`src/rtl/bldc_pkg.sv`:
```
package bldc_pkg;

  // Strobes from the control side to the gate datapath (one-hot phases, bit 0 = A)
  typedef struct packed {
    logic       kill;
    logic [2:0] src;
    logic [2:0] snk;
  } drive_t;

  // Filtered Hall code -> {source, sink}; invalid codes give no phases
  function automatic logic [5:0] pairOf(input logic [2:0] code);
    case (code)
      3'b101:  pairOf = {3'b001, 3'b010};
      3'b100:  pairOf = {3'b001, 3'b100};
      3'b110:  pairOf = {3'b010, 3'b100};
      3'b010:  pairOf = {3'b010, 3'b001};
      3'b011:  pairOf = {3'b100, 3'b001};
      3'b001:  pairOf = {3'b100, 3'b010};
      default: pairOf = 6'b000000;
    endcase
  endfunction

endpackage

```
`src/rtl/hall_ctrl.sv`:
```
module hall_ctrl
  import bldc_pkg::*;
#(
  parameter int SYNC_STAGES = 2,
  parameter int FILT_LEN    = 3
) (
  input  logic       clk,
  input  logic       rstN,
  input  logic [2:0] hallIn,
  input  logic       runEn,
  input  logic       dirRev,
  input  logic       ocIn,
  output drive_t     drv,
  output logic       hallFault,
  output logic       ocFault
);

  localparam int HIST = FILT_LEN - 1;

  logic [2:0] syncQ [SYNC_STAGES];
  logic [2:0] hist  [HIST];
  logic [2:0] syncOut;
  logic [2:0] stableCode;
  logic       agree;
  logic       ocReg;
  logic       ocLatch;
  logic [5:0] pair;
  logic       hallBad;

  assign syncOut = syncQ[SYNC_STAGES-1];

  // Synchroniser chain
  always_ff @(posedge clk) begin
    if (!rstN) begin
      for (int k = 0; k < SYNC_STAGES; k++) syncQ[k] <= 3'b000;
    end else begin
      syncQ[0] <= hallIn;
      for (int k = 1; k < SYNC_STAGES; k++) syncQ[k] <= syncQ[k-1];
    end
  end

  // Sample history for the glitch filter
  always_ff @(posedge clk) begin
    if (!rstN) begin
      for (int k = 0; k < HIST; k++) hist[k] <= 3'b000;
    end else begin
      hist[0] <= syncOut;
      for (int k = 1; k < HIST; k++) hist[k] <= hist[k-1];
    end
  end

  always_comb begin
    agree = 1'b1;
    for (int k = 0; k < HIST; k++) begin
      if (hist[k] != syncOut) agree = 1'b0;
    end
  end

  always_ff @(posedge clk) begin
    if (!rstN)      stableCode <= 3'b000;
    else if (agree) stableCode <= syncOut;
  end

  // Over-current register and kill latch
  always_ff @(posedge clk) begin
    if (!rstN) begin
      ocReg   <= 1'b0;
      ocLatch <= 1'b0;
    end else begin
      ocReg <= ocIn;
      if (ocReg)       ocLatch <= 1'b1;
      else if (!runEn) ocLatch <= 1'b0;
    end
  end

  assign hallBad   = (stableCode == 3'b000) || (stableCode == 3'b111);
  assign pair      = pairOf(stableCode);
  assign drv.src   = dirRev ? pair[2:0] : pair[5:3];
  assign drv.snk   = dirRev ? pair[5:3] : pair[2:0];
  assign drv.kill  = !runEn || ocReg || ocLatch || hallBad;
  assign hallFault = hallBad;
  assign ocFault   = ocLatch;

  AST_OC_HOLD: assert property (@(posedge clk) disable iff (!rstN)
    (ocFault && runEn) |=> ocFault);
  AST_PHASE_DISJOINT: assert property (@(posedge clk) disable iff (!rstN)
    (drv.src & drv.snk) == 3'b000);
  AST_BAD_CODE_KILL: assert property (@(posedge clk) disable iff (!rstN)
    hallFault |-> drv.kill);

endmodule

```
`src/rtl/gate_dp.sv`:
```
module gate_dp
  import bldc_pkg::*;
#(
  parameter int DEAD_W = 6
) (
  input  logic              clk,
  input  logic              rstN,
  input  logic              pwmIn,
  input  logic [DEAD_W-1:0] deadCfg,
  input  drive_t            drv,
  output logic [2:0]        gateHi,
  output logic [2:0]        gateLo
);

  localparam logic [DEAD_W-1:0] IDLE_MAX = {DEAD_W{1'b1}};

  for (genvar ph = 0; ph < 3; ph++) begin : g_phase
    logic              hiReq;
    logic              loReq;
    logic              hiQ;
    logic              loQ;
    logic              gapDone;
    logic [DEAD_W-1:0] idleCnt;

    assign hiReq   = drv.src[ph] & pwmIn & ~drv.kill;
    assign loReq   = ((drv.src[ph] & ~pwmIn) | drv.snk[ph]) & ~drv.kill;
    assign gapDone = ({1'b0, idleCnt} + 1'b1) >= {1'b0, deadCfg};

    always_ff @(posedge clk) begin
      if (!rstN) begin
        hiQ     <= 1'b0;
        loQ     <= 1'b0;
        idleCnt <= IDLE_MAX;
      end else begin
        hiQ <= hiReq & (hiQ | (~loQ & gapDone));
        loQ <= loReq & (loQ | (~hiQ & gapDone));
        if (hiQ || loQ)            idleCnt <= '0;
        else if (idleCnt != IDLE_MAX) idleCnt <= idleCnt + 1'b1;
      end
    end

    assign gateHi[ph] = hiQ;
    assign gateLo[ph] = loQ;

    AST_NO_SHOOT: assert property (@(posedge clk) disable iff (!rstN)
      !(gateHi[ph] && gateLo[ph]));
    AST_HI_AFTER_LO_OFF: assert property (@(posedge clk) disable iff (!rstN)
      $rose(gateHi[ph]) |-> !$past(gateLo[ph]));
  end

  AST_KILL_OFF: assert property (@(posedge clk) disable iff (!rstN)
    drv.kill |=> (gateHi == 3'b000 && gateLo == 3'b000));
  AST_HI_ONEHOT: assert property (@(posedge clk) disable iff (!rstN)
    $onehot0(gateHi));

endmodule

```
`src/rtl/bldc_commutator.sv`:
```
module bldc_commutator
  import bldc_pkg::*;
#(
  parameter int SYNC_STAGES = 2,
  parameter int FILT_LEN    = 3,
  parameter int DEAD_W      = 6
) (
  input  logic              clk,
  input  logic              rstN,
  input  logic [2:0]        hallIn,
  input  logic              pwmIn,
  input  logic              runEn,
  input  logic              dirRev,
  input  logic              ocIn,
  input  logic [DEAD_W-1:0] deadCfg,
  output logic [2:0]        gateHi,
  output logic [2:0]        gateLo,
  output logic              hallFault,
  output logic              ocFault
);

  drive_t drv;

  hall_ctrl #(
    .SYNC_STAGES(SYNC_STAGES),
    .FILT_LEN   (FILT_LEN)
  ) u_ctrl (
    .clk      (clk),
    .rstN     (rstN),
    .hallIn   (hallIn),
    .runEn    (runEn),
    .dirRev   (dirRev),
    .ocIn     (ocIn),
    .drv      (drv),
    .hallFault(hallFault),
    .ocFault  (ocFault)
  );

  gate_dp #(
    .DEAD_W(DEAD_W)
  ) u_dp (
    .clk    (clk),
    .rstN   (rstN),
    .pwmIn  (pwmIn),
    .deadCfg(deadCfg),
    .drv    (drv),
    .gateHi (gateHi),
    .gateLo (gateLo)
  );

endmodule

```
`config.mk`:
```
export PLATFORM = sky130hd
export DESIGN_NAME = bldc_commutator
export DESIGN_NICKNAME = d
export VERILOG_FILES = /design/src/rtl/bldc_pkg.sv /design/src/rtl/hall_ctrl.sv /design/src/rtl/gate_dp.sv /design/src/rtl/bldc_commutator.sv
export SDC_FILE = /design/constraint.sdc
export NUM_CORES = 1
export LEC_CHECK = 0
export ABC_AREA = 0
export BUFFER_PORTS_ARGS = -buffer_cell sky130_fd_sc_hd__buf_2
export CORE_MARGIN = 2
export CORE_UTILIZATION = 50
export CTS_CLUSTER_DIAMETER = 60
export DETAILED_ROUTE_END_ITERATION = 12
export PLACE_DENSITY = 0.73
export SETUP_SLACK_MARGIN = 0.02
export SLEW_MARGIN = 20
export SYNTH_ARGS = -nofsm -noshare
export SYNTH_HDL_FRONTEND = slang
export SYNTH_SLANG_ARGS = --single-unit
```
`constraint.sdc`:
```
create_clock -name clk -period 2.1 [get_ports clk]
set_input_delay 0.105 -clock clk [delete_from_list [all_inputs] [get_ports clk]]
set_output_delay 0.105 -clock clk [all_outputs]
set_load 0.005 [all_outputs]
```
# ---- Yosys cells after proc, flatten, opt, wreduce, memory -nomap -nowiden
# Memory sizes are Yosys's and may differ from the RTL's.
# Cells that the tools add are included.
dict set report totals {
  reg_bits 29
  ram_bits 12
  n_memories 2
  input_bits 15
}
dict set report classes {
  n_bitwise 45
  n_reduce_logical 12
  muxes 19
  n_addsub 6
  n_lt_le_gt_ge 3
  n_eq_ne 13
}
# memory depth width rd rd_ports_with_merged_regs write_ports line_no
set mem_list {}
lappend mem_list {u_ctrl.hist 2 3 2 0 2 hall_ctrl.sv:21} ;# logic [2:0] hist [HIST];
lappend mem_list {u_ctrl.syncQ 2 3 2 0 2 hall_ctrl.sv:20} ;# logic [2:0] syncQ [SYNC_STAGES];
# cell count
set op_table {}
lappend op_table {{6-bit 2-to-1 mux} 6}
lappend op_table {{6-bit case mux with 6 select lines} 1}
lappend op_table {{1-bit bitwise AND} 24}
lappend op_table {{6-bit by 1-bit adder with 7-bit output, second input constant} 3}
lappend op_table {{7-bit by 6-bit >= comparator with 1-bit output} 3}
lappend op_table {{6-bit by 1-bit adder with 6-bit output, second input constant} 3}
lappend op_table {{3-bit 2-to-1 mux} 6}
lappend op_table {{6-bit != test, second input constant} 3}
lappend op_table {{1-bit OR} 13}
lappend op_table {{3-bit equality test, second input constant} 4}
lappend op_table {{1-bit NOT} 8}
lappend op_table {{1-bit logical OR} 7}
lappend op_table {{3-bit by 2-bit equality test with 1-bit output, second input constant} 2}
lappend op_table {{1-bit 2-to-1 mux} 6}
lappend op_table {{3-bit != test} 2}
lappend op_table {{2-bit nonzero test} 3}
lappend op_table {{3-bit by 1-bit equality test with 1-bit output, second input constant} 1}
lappend op_table {{3-bit logical NOT} 1}
lappend op_table {{2-bit by 1-bit != test with 1-bit output, second input constant} 1}
lappend op_table {{1-bit logical NOT} 1}

# ---- Longest topological paths before layout
# Gate-level depths: netlist of the first run.
dict set report logic_depth {
  word_depth 7
  mapped_depth 9
  depth_no_buf 9
}

# ---- Cells and area by module
# From an unflattened synthesis of the first run, not the netlist that was laid out.
dict set report hier_totals {
  cells_unflattened 256
  hier_area_um2 2288.4
}
# module seq_area_each_um2 area_per_inst_um2 n_inst cells_each
set modules_own_cells {}
lappend modules_own_cells {gate_dp 480.5 1619.1 1 182}
lappend modules_own_cells {hall_ctrl 340.3 669.4 1 74}

# ---- Worst setup path before layout of the first run
# No wires, ideal clock.
dict set report synth_timing {
  kind {register to register}
  from {reg u_dp.g_phase[2].idleCnt[0]}
  to {reg u_dp.g_phase[2].hiQ}
  arrival_ns 1.923
  stages_incl_launch_ff 9
  path_buffers 0
  setup_ns 0.116
  path_slack_ns 0.061
  cell_sequence {dfxtp_1 -> ha_1 -> nand3_1 -> xnor2_1 -> ha_1 -> and3_1 -> a2111oi_4 -> nor2_1 -> o211a_1}
}
dict set report synth_via {
  elab_chain_len 5
}
# element line_no
set synth_lines {}
lappend synth_lines {{start: declaration} gate_dp.sv:23} ;# logic [DEAD_W-1:0] idleCnt;
lappend synth_lines {{start signal: assignment} gate_dp.sv:38} ;# else if (idleCnt != IDLE_MAX) idleCnt <= idleCnt + 1'b1;
lappend synth_lines {{6-bit by 1-bit adder with 7-bit output} gate_dp.sv:27} ;# assign gapDone = ({1'b0, idleCnt} + 1'b1) >= {1'b0, deadCfg};
lappend synth_lines {{7-bit by 6-bit >= comparator with 1-bit output} gate_dp.sv:27}
lappend synth_lines {{1-bit bitwise AND} gate_dp.sv:35} ;# hiQ <= hiReq & (hiQ | (~loQ & gapDone));
lappend synth_lines {{1-bit OR} gate_dp.sv:35}
lappend synth_lines {{1-bit bitwise AND} gate_dp.sv:35}
lappend synth_lines {{end signal: assignment} gate_dp.sv:35}
lappend synth_lines {{end: declaration} gate_dp.sv:20} ;# logic hiQ;
# No other way between the ends.
# A chain may end at the register's enable or synchronous reset.

# ---- Worst setup path in the final report of the first run
dict set report layout_timing {
  from {reg u_dp.g_phase[0].idleCnt[0]}
  to {reg u_dp.g_phase[0].hiQ}
}
dict set report layout_via {
  elab_chain_len 5
}
# element line_no
set layout_lines {}
lappend layout_lines {{start: declaration} gate_dp.sv:23}
lappend layout_lines {{start signal: assignment} gate_dp.sv:38}
lappend layout_lines {{6-bit by 1-bit adder with 7-bit output} gate_dp.sv:27}
lappend layout_lines {{7-bit by 6-bit >= comparator with 1-bit output} gate_dp.sv:27}
lappend layout_lines {{1-bit bitwise AND} gate_dp.sv:35}
lappend layout_lines {{1-bit OR} gate_dp.sv:35}
lappend layout_lines {{1-bit bitwise AND} gate_dp.sv:35}
lappend layout_lines {{end signal: assignment} gate_dp.sv:35}
lappend layout_lines {{end: declaration} gate_dp.sv:20}
# No other way between the ends.

==> results by group, run 1 <==
Layout
  • Final nets: 314
  • Fillers: 387
  • Layout cells sized above 1: 0.2652
  • Area growth syn-to-layout: 20.40%
  • Final instance area: 2666 sq um
  • Ant. Diodes: 0

Routing
  • DR vias: 1766
  • DR DRC count: 0
  • DRT iter0 DRCs: 48
  • Drt total wl: about 4400 microns
  • DR pass1 iterations: 4
  • Via/cell ratio: 5.335
  • Final ANT Viol Nets: 0
  • WL per Instance: ~13 microns

STA
  • Slew @ Worst Pin: 0.3297 ns
  • Unrepaired setup endpoints after global routing: yes
  • Fmax: 0.5069 GHz
  • Worst setup skew after layout: 0.008659 ns
  • Slew Limit Fails: 0
  • Endpoints failing setup: 0
  • Final hold vios: 0
  • Worst slew margin: 0.7802
  • Crit share post-route: 0.9394
  • Final min period: 1.973 ns

Synth
  • Mapped Area: 2215 sq um
  • Synth cell types: 34
  • Post-synth EDFFs: 0
  • Seq cells post-synth: a little over 40
  • Syn nets: 283
  • Warnings, synthesis: 0
  • Mean Syn Cell Area: 8.966 sq um
  • Syn Inst Count: between 200 and 250
  • Register area share after synthesis: 0.3706
  • Synth Flop Type: dfxtp_1
  • Ys async rst share: 0

Global route
  • Largest net degree at the start of global routing: 36
  • Tot GR Track Use: 0.1797
  • Initial antenna violation count: 0
  • Vias in the first global route: 1582
  • Grt ovf: 0
  • First-pass GRT wire length: 7189 microns

Clocking
  • H-tree levels: 2
  • Worst-path clk slew: 0.08 ns
  • Num CTS Buffers: 5
  • Clk buf depth: 2
  • CTS tree: yes
  • Num Clock Sinks: 41
  • Worst-Skew Late Latency: 0.29 ns
  • Clk root buf: clkbuf_8

Die
  • Die area: 4977 sq um
  • I/O Pins: 23
  • Die Span Y: 70.55 microns
  • Core area: around 4300 sq um
  • Rows: 24
  • Starting Density: 0.5122
  • Die width: between 70 and 80 microns

Place
  • Cell Area, Placed: 2390 sq um
  • GPL Wtd Cong: 0.7867
  • Count of port buffers added during placement: 22
  • Hpwl dp: 3154 microns

Critical path
  • Setup CP Type: reg2reg
  • Crit-path max FO: 3
  • CP peak stage delay: roughly 0.37 ns
  • Slowest-stage cell, CP: a2111oi_4
  • Worst EP required: between 2 and 2.5 ns
  • Startpoint Class: register
  • Crit path DAT: 2.16 ns
  • Cell Chain, Critical Path: ha_4 > xor2_2 > ha_1 > a21oi_1 > o21ai_1 > a2111oi_4 > nor2_1 > o211a_1
  • Worst setup EP type: register

Power and ir drop
  • Power Dens Cells: 1423 nW/um^2
  • Max IR drop VDD: around 0.65 mV
  • Power consumption: 3794 uW
  • Leak: ~0.0013 uW

Worst hold path
  • HP Class: in2reg

Outcome
  • Status: complete, no violations

Job
  • Max Cap Violations: 0
[metrics by stage]
step,setup TNS (ns),hold slack [ns],instances,utilization,setup slack (ns)
after global routing,-0.01584,0.008269,331,0.6166,-0.01584
after global placement,0,0.3107,319,0.5527,0.06502
after CTS,0,0.002376,327,0.5816,0.02258
after floorplan,0,0.2323,247,-,0.06107
final,0,0.01086,331,0.6166,0.1272
after detailed placement,0,0.3149,319,0.5527,0.01424
[critical path, delay by kind of cell (launching register included)]
family	cells	cell delay, ns
XOR/XNOR	1	0.19
AO/OA/AOI/OAI	4	0.81
AND/OR/NAND/NOR	1	0.08
adder cells (fa/ha/maj)	2	0.43
flip-flops	1	0.36
[layer usage]
layer / global-route usage / vias to the layer above / wire [microns]
met2: 0.2862 / 26 / 2081
li1: - / 920 / -
met3: 0.04701 / 6 / 126
met5: 0 / - / 0
met4: 0.05870 / 0 / 40
met1: 0.2401 / 814 / 2109
[flip-flops by register name (all words and copies together) (netlist names)]
signal and cells:
u_dp.g_phase.loQ 3, u_ctrl.syncQ 6, u_dp.g_phase.hiQ 3, u_ctrl.ocFault 1, u_ctrl.hist 6, u_dp.g_phase.idleCnt 18, u_ctrl.ocReg 1, u_ctrl.stableCode 3
[cells in the final DEF (no fill, tap or decap), types with 2 or more instances in the layout]
master	count
ha_1	19
nor2b_1	7
xnor2_1	6
a2111oi_4	2
inv_1	7
o21ai_1	3
a21oi_1	7
nand3_2	4
and3_1	8
o21ai_0	20
a31oi_1	2
xor2_2	2
nor2_1	10
nand3_1	11
and2_1	12
nand3b_1	4
clkbuf_8	5
and3_4	2
dfxtp_2	9
nand2_1	29
nand2b_1	3
or3_1	3
dfxtp_1	32
o22ai_1	2
xnor2_2	6
o211a_1	6
buf_2	22
buf_4	15
dlygate4sd3_1	2
mux2i_1	4
ha_4	2
o31ai_1	3
[worst paths after layout]
path | start | endpoint | depth (start not counted) | slack, ns
worst max-delay path | u_dp.g_phase[0].idleCnt[0]$_SDFFE_PN1P_ | u_dp.g_phase[0].hiQ$_SDFF_PN0_ | 8 | 0.13
worst min-delay path | hallIn[2] | u_ctrl.syncQ[0][2]$_SDFF_PN0_ | 2 | 0.01
worst max register to register | u_dp.g_phase[0].idleCnt[0]$_SDFFE_PN1P_ | u_dp.g_phase[0].hiQ$_SDFF_PN0_ | 8 | 0.13
worst min register to register | u_ctrl.syncQ[0][0]$_SDFF_PN0_ | u_ctrl.syncQ[0][3]$_SDFF_PN0_ | 1 | 0.44
[logic make-up (layout without fill, tap and decap cells)]
family | count (synthesis) | count (layout) | synth area share
AND/OR/NAND/NOR | 96 | 96 | 0.2237
AO/OA/AOI/OAI | 48 | 48 | 0.1537
flip-flops | 41 | 41 | 0.3706
buffers and inverters | 22 | 54 | 0.05593
adder cells (fa/ha/maj) | 21 | 21 | 0.1186
XOR/XNOR | 15 | 15 | 0.05932
multiplexers | 4 | 4 | 0.01808
[cell type report]
cell class / count / area [sq um] / area share
clock inverter: 3 / 46.29 / 0.01736
timing repair buffer: 39 / 242.7 / 0.09104
clock buffer: 5 / 68.82 / 0.02581
sequential: 41 / 832.0 / 0.3121
tap: 52 / 65.06 / 0.02440
multi-input combinational: 184 / 1385 / 0.5195
inverter: 7 / 26.28 / 0.009855
[power breakdown]
group          internal, uW  leakage [uW]  switching [uW]
Clock                   356     0.0000543             288
Combinational          1070      0.000871            1050
Sequential              922      0.000334             102
[synth_stat cells, types with 3 or more instances]
master	n	area, sq um
and3_1	10	62.56
mux2i_1	4	40.04
o31ai_1	3	22.52
clkbuf_1	4	15.01
xor2_1	3	26.28
xnor2_1	12	105.1
buf_4	6	45.04
nor2_1	10	37.54
o211a_1	6	60.06
ha_1	21	262.8
inv_1	7	26.28
nand3_1	15	75.07
o21ai_0	22	110.1
nand3b_1	4	30.03
or3_1	3	18.77
dfxtp_1	41	820.8
nor2b_1	7	43.79
and2_1	12	75.07
nand2_1	29	108.9
a21oi_1	7	35.03
nand2b_1	3	18.77
[timing repair]
| item | in CTS | in global routing |
|---|---|---|
| buffers inserted | 0 | 2 |
| pin swaps | 0 | 5 |
| endpoints found under the hold margin | 0 | 2 |
| cloned | 0 | 0 |
| gates resized for setup | 2 | 27 |
| hold buffers | 0 | 2 |
| setup endpoints to repair | 3 | 5 |
Power figures use the tool's default switching activity.
==> inputs of run 2 (changes only) <==
--- a/config.mk
+++ b/config.mk
@@ -11,7 +11,7 @@
 export CORE_UTILIZATION = 50
 export CTS_CLUSTER_DIAMETER = 60
 export DETAILED_ROUTE_END_ITERATION = 12
-export PLACE_DENSITY = 0.73
+export PLACE_DENSITY = 0.72
 export SETUP_SLACK_MARGIN = 0.02
 export SLEW_MARGIN = 20
 export SYNTH_ARGS = -nofsm -noshare
==> run 2 against run 1 <==
Net effect:
- sequential power is essentially flat
- critical path depth is the same
- clock skew shrank 0.0024 ns
- combinational power shrank 5%
- sequential share of layout area grew 0.44 points
- non-clock buffer count shrank 3
- fmax shrank 2.4%
- largest cell class unchanged
==> results by group, run 2 (synthesis results as in run 1) <==
Power and ir drop
  • Internal: roughly 2300 uW
  • Sequential Power Share: 0.277
  • Clk network pwr share: 0.173
  • Max IR drop VDD: about 0.8 mV
  • Switching power: 1421 uW
  • Power Dens Cells: 1410 nW/um^2
  • Combinational share of power: 0.550
  • Switching part of the total: 0.3843
  • Leak: about 0.0012 uW

STA
  • Crit share post-route: 0.9626
  • Slew Limit Fails: 0
  • Final hold vios: 0
  • Worst slew margin: 0.7739
  • Endpoints failing setup: 0
  • Slew @ Worst Pin: between 0.3 and 0.4 ns
  • Unrepaired setup endpoints after global routing: yes
  • Final min period: approximately 2.0 ns
  • Worst setup margin: 0.07863 ns
  • Worst setup skew after layout: approximately 0.0063 ns
  • Fmax: a little under 0.5 GHz

Layout
  • Max FFs per register: 18
  • Most common cell after layout, fill and taps aside: dfxtp_1
  • Layout cells sized above 1: 0.2391
  • Multi-input gate area: 1365 sq um
  • Final nets: 311
  • Post-layout util: 0.6062
  • Reg area: roughly 830 sq um
  • Largest regs: u_dp.g_phase.idleCnt x18, u_ctrl.hist x6, u_ctrl.syncQ x6
  • Largest Register: u_dp.g_phase.idleCnt
  • Area growth syn-to-layout: 18.36%
  • Ant. Diodes: 0
  • Fillers: 396
  • Most frequent cells in the layout: dfxtp_1, nand2_1, buf_2, o21ai_0, ha_1

Critical path
  • Slowest-stage cell, CP: a2111oi_4
  • Setup CP Type: reg2reg
  • Delay-heaviest family, CP: simple AND/OR/NAND/NOR gates
  • CP peak stage delay: around 0.36 ns
  • Worst path bufs/invs: 0
  • Crit-path most repeated cell: and3_1
  • Cell Chain, Critical Path: and3_1 > nand3_2 > xnor2_2 > ha_1 > and3_1 > a2111oi_4 > nor2_1 > o211a_1
  • Worst EP required: ~2.3 ns
  • Crit. Startpoint: u_dp.g_phase[0].idleCnt[4]$_SDFFE_PN1P_
  • Startpoint Class: register
  • Crit path DAT: 2.22 ns
  • Worst setup EP type: register
  • Reg2Reg Launch Point: u_dp.g_phase[0].idleCnt[4]$_SDFFE_PN1P_
  • Crit-path max FO: 2

Global route
  • Initial antenna violation count: 0
  • Tot GR Track Use: 0.1726
  • First-pass GRT wire length: between 6000 and 7000 microns
  • Vias in the first global route: 1524
  • Grt ovf: 0
  • Largest net degree at the start of global routing: 36

Clocking
  • Worst-Skew Late Latency: 0.29 ns
  • Clk buf depth: 2
  • Worst-path clk slew: 0.08 ns
  • Num CTS Buffers: 5
  • H-tree levels: 2
  • Clk root buf: clkbuf_8
  • CTS tree: yes
  • Num Clock Sinks: 41

Routing
  • DR DRC count: 0
  • DR pass1 iterations: 4
  • DRT iter0 DRCs: 52
  • WL per Instance: around 13 microns
  • Via/cell ratio: 5.314
  • Drt total wl: about 4200 microns
  • DR vias: 1743
  • Final ANT Viol Nets: 0

Die
  • Die area: approximately 5000 sq um
  • Starting Density: 0.5122
  • Die Span Y: 70.55 microns
  • Rows: 24
  • Die width: a little over 70 microns
  • Core area: 4324 sq um
  • I/O Pins: 23

Worst hold path
  • HP Class: in2reg
  • Hold Crit Start: hallIn[2]

Place
  • Hpwl dp: 3029 microns
  • GPL Wtd Cong: 0.8717
  • Pre-CTS setup slack: 0.04186 ns
  • Count of port buffers added during placement: 22

Job
  • Max Cap Violations: 0

Outcome
  • Status: complete, no violations
## run 2: cell count changes in the layout (fill, tap and decap cells not counted), sizes merged
cell	before	now
buf	37	34
## run 2: area by class of cell
class,count,share of cell area
Clock inverter,3,0.01766
Timing Repair Buffer,36,0.08401
Tap cell,52,0.02482
Multi-Input combinational cell,184,0.5208
Inverter,7,0.01002
Clock buffer,5,0.02625
Sequential cell,41,0.3165
## run 2: power groups by stage
stage	Sequential [uW]	Clock, uW	Combinational (uW)
after CTS	993	659	1830
after detailed placement	1010	0	1800
after global placement	1010	0	1760
final	1020	639	2030
after global routing	1040	685	2290
after floorplan	1030	0	1470
## run 2: through the flow
step	TNS (ns)	instances	power [uW]	cell area (sq um)	hold WS (ns)
after global placement	0	317	2772	2375	0.3115
after floorplan	0	247	2496	2215	0.2323
after detailed placement	0	317	2815	2375	0.3145
final	0	328	3697	2621	0.01393
after global routing	-0.003894	328	4018	2621	0.003466
after CTS	0	327	3481	2510	0.002659
## run 2: repair_timing
action,in CTS,in global routing
buffers inserted,0,1
endpoints found under the hold margin,2,0
setup endpoints to repair,0,6
hold buffers,2,0
gates resized for setup,0,24
## run 2: per-layer routing
| layer | up-vias | wire length (microns) | global-route usage |
|---|---|---|---|
| li1 | 912 | - | - |
| met1 | 797 | 2061 | 0.2213 |
| met2 | 28 | 1989 | 0.2872 |
| met3 | 6 | 128 | 0.04274 |
| met4 | 0 | 58 | 0.05660 |
| met5 | - | 0 | 0 |
## run 2: final timing paths
kind                            cells after the start                              to  slack [ns]
worst min register to register                      1   u_ctrl.syncQ[0][3]$_SDFF_PN0_        0.44
worst min-delay path                                2   u_ctrl.syncQ[0][2]$_SDFF_PN0_        0.01
worst max register to register                      8  u_dp.g_phase[0].hiQ$_SDFF_PN0_        0.08
worst max-delay path                                8  u_dp.g_phase[0].hiQ$_SDFF_PN0_        0.08
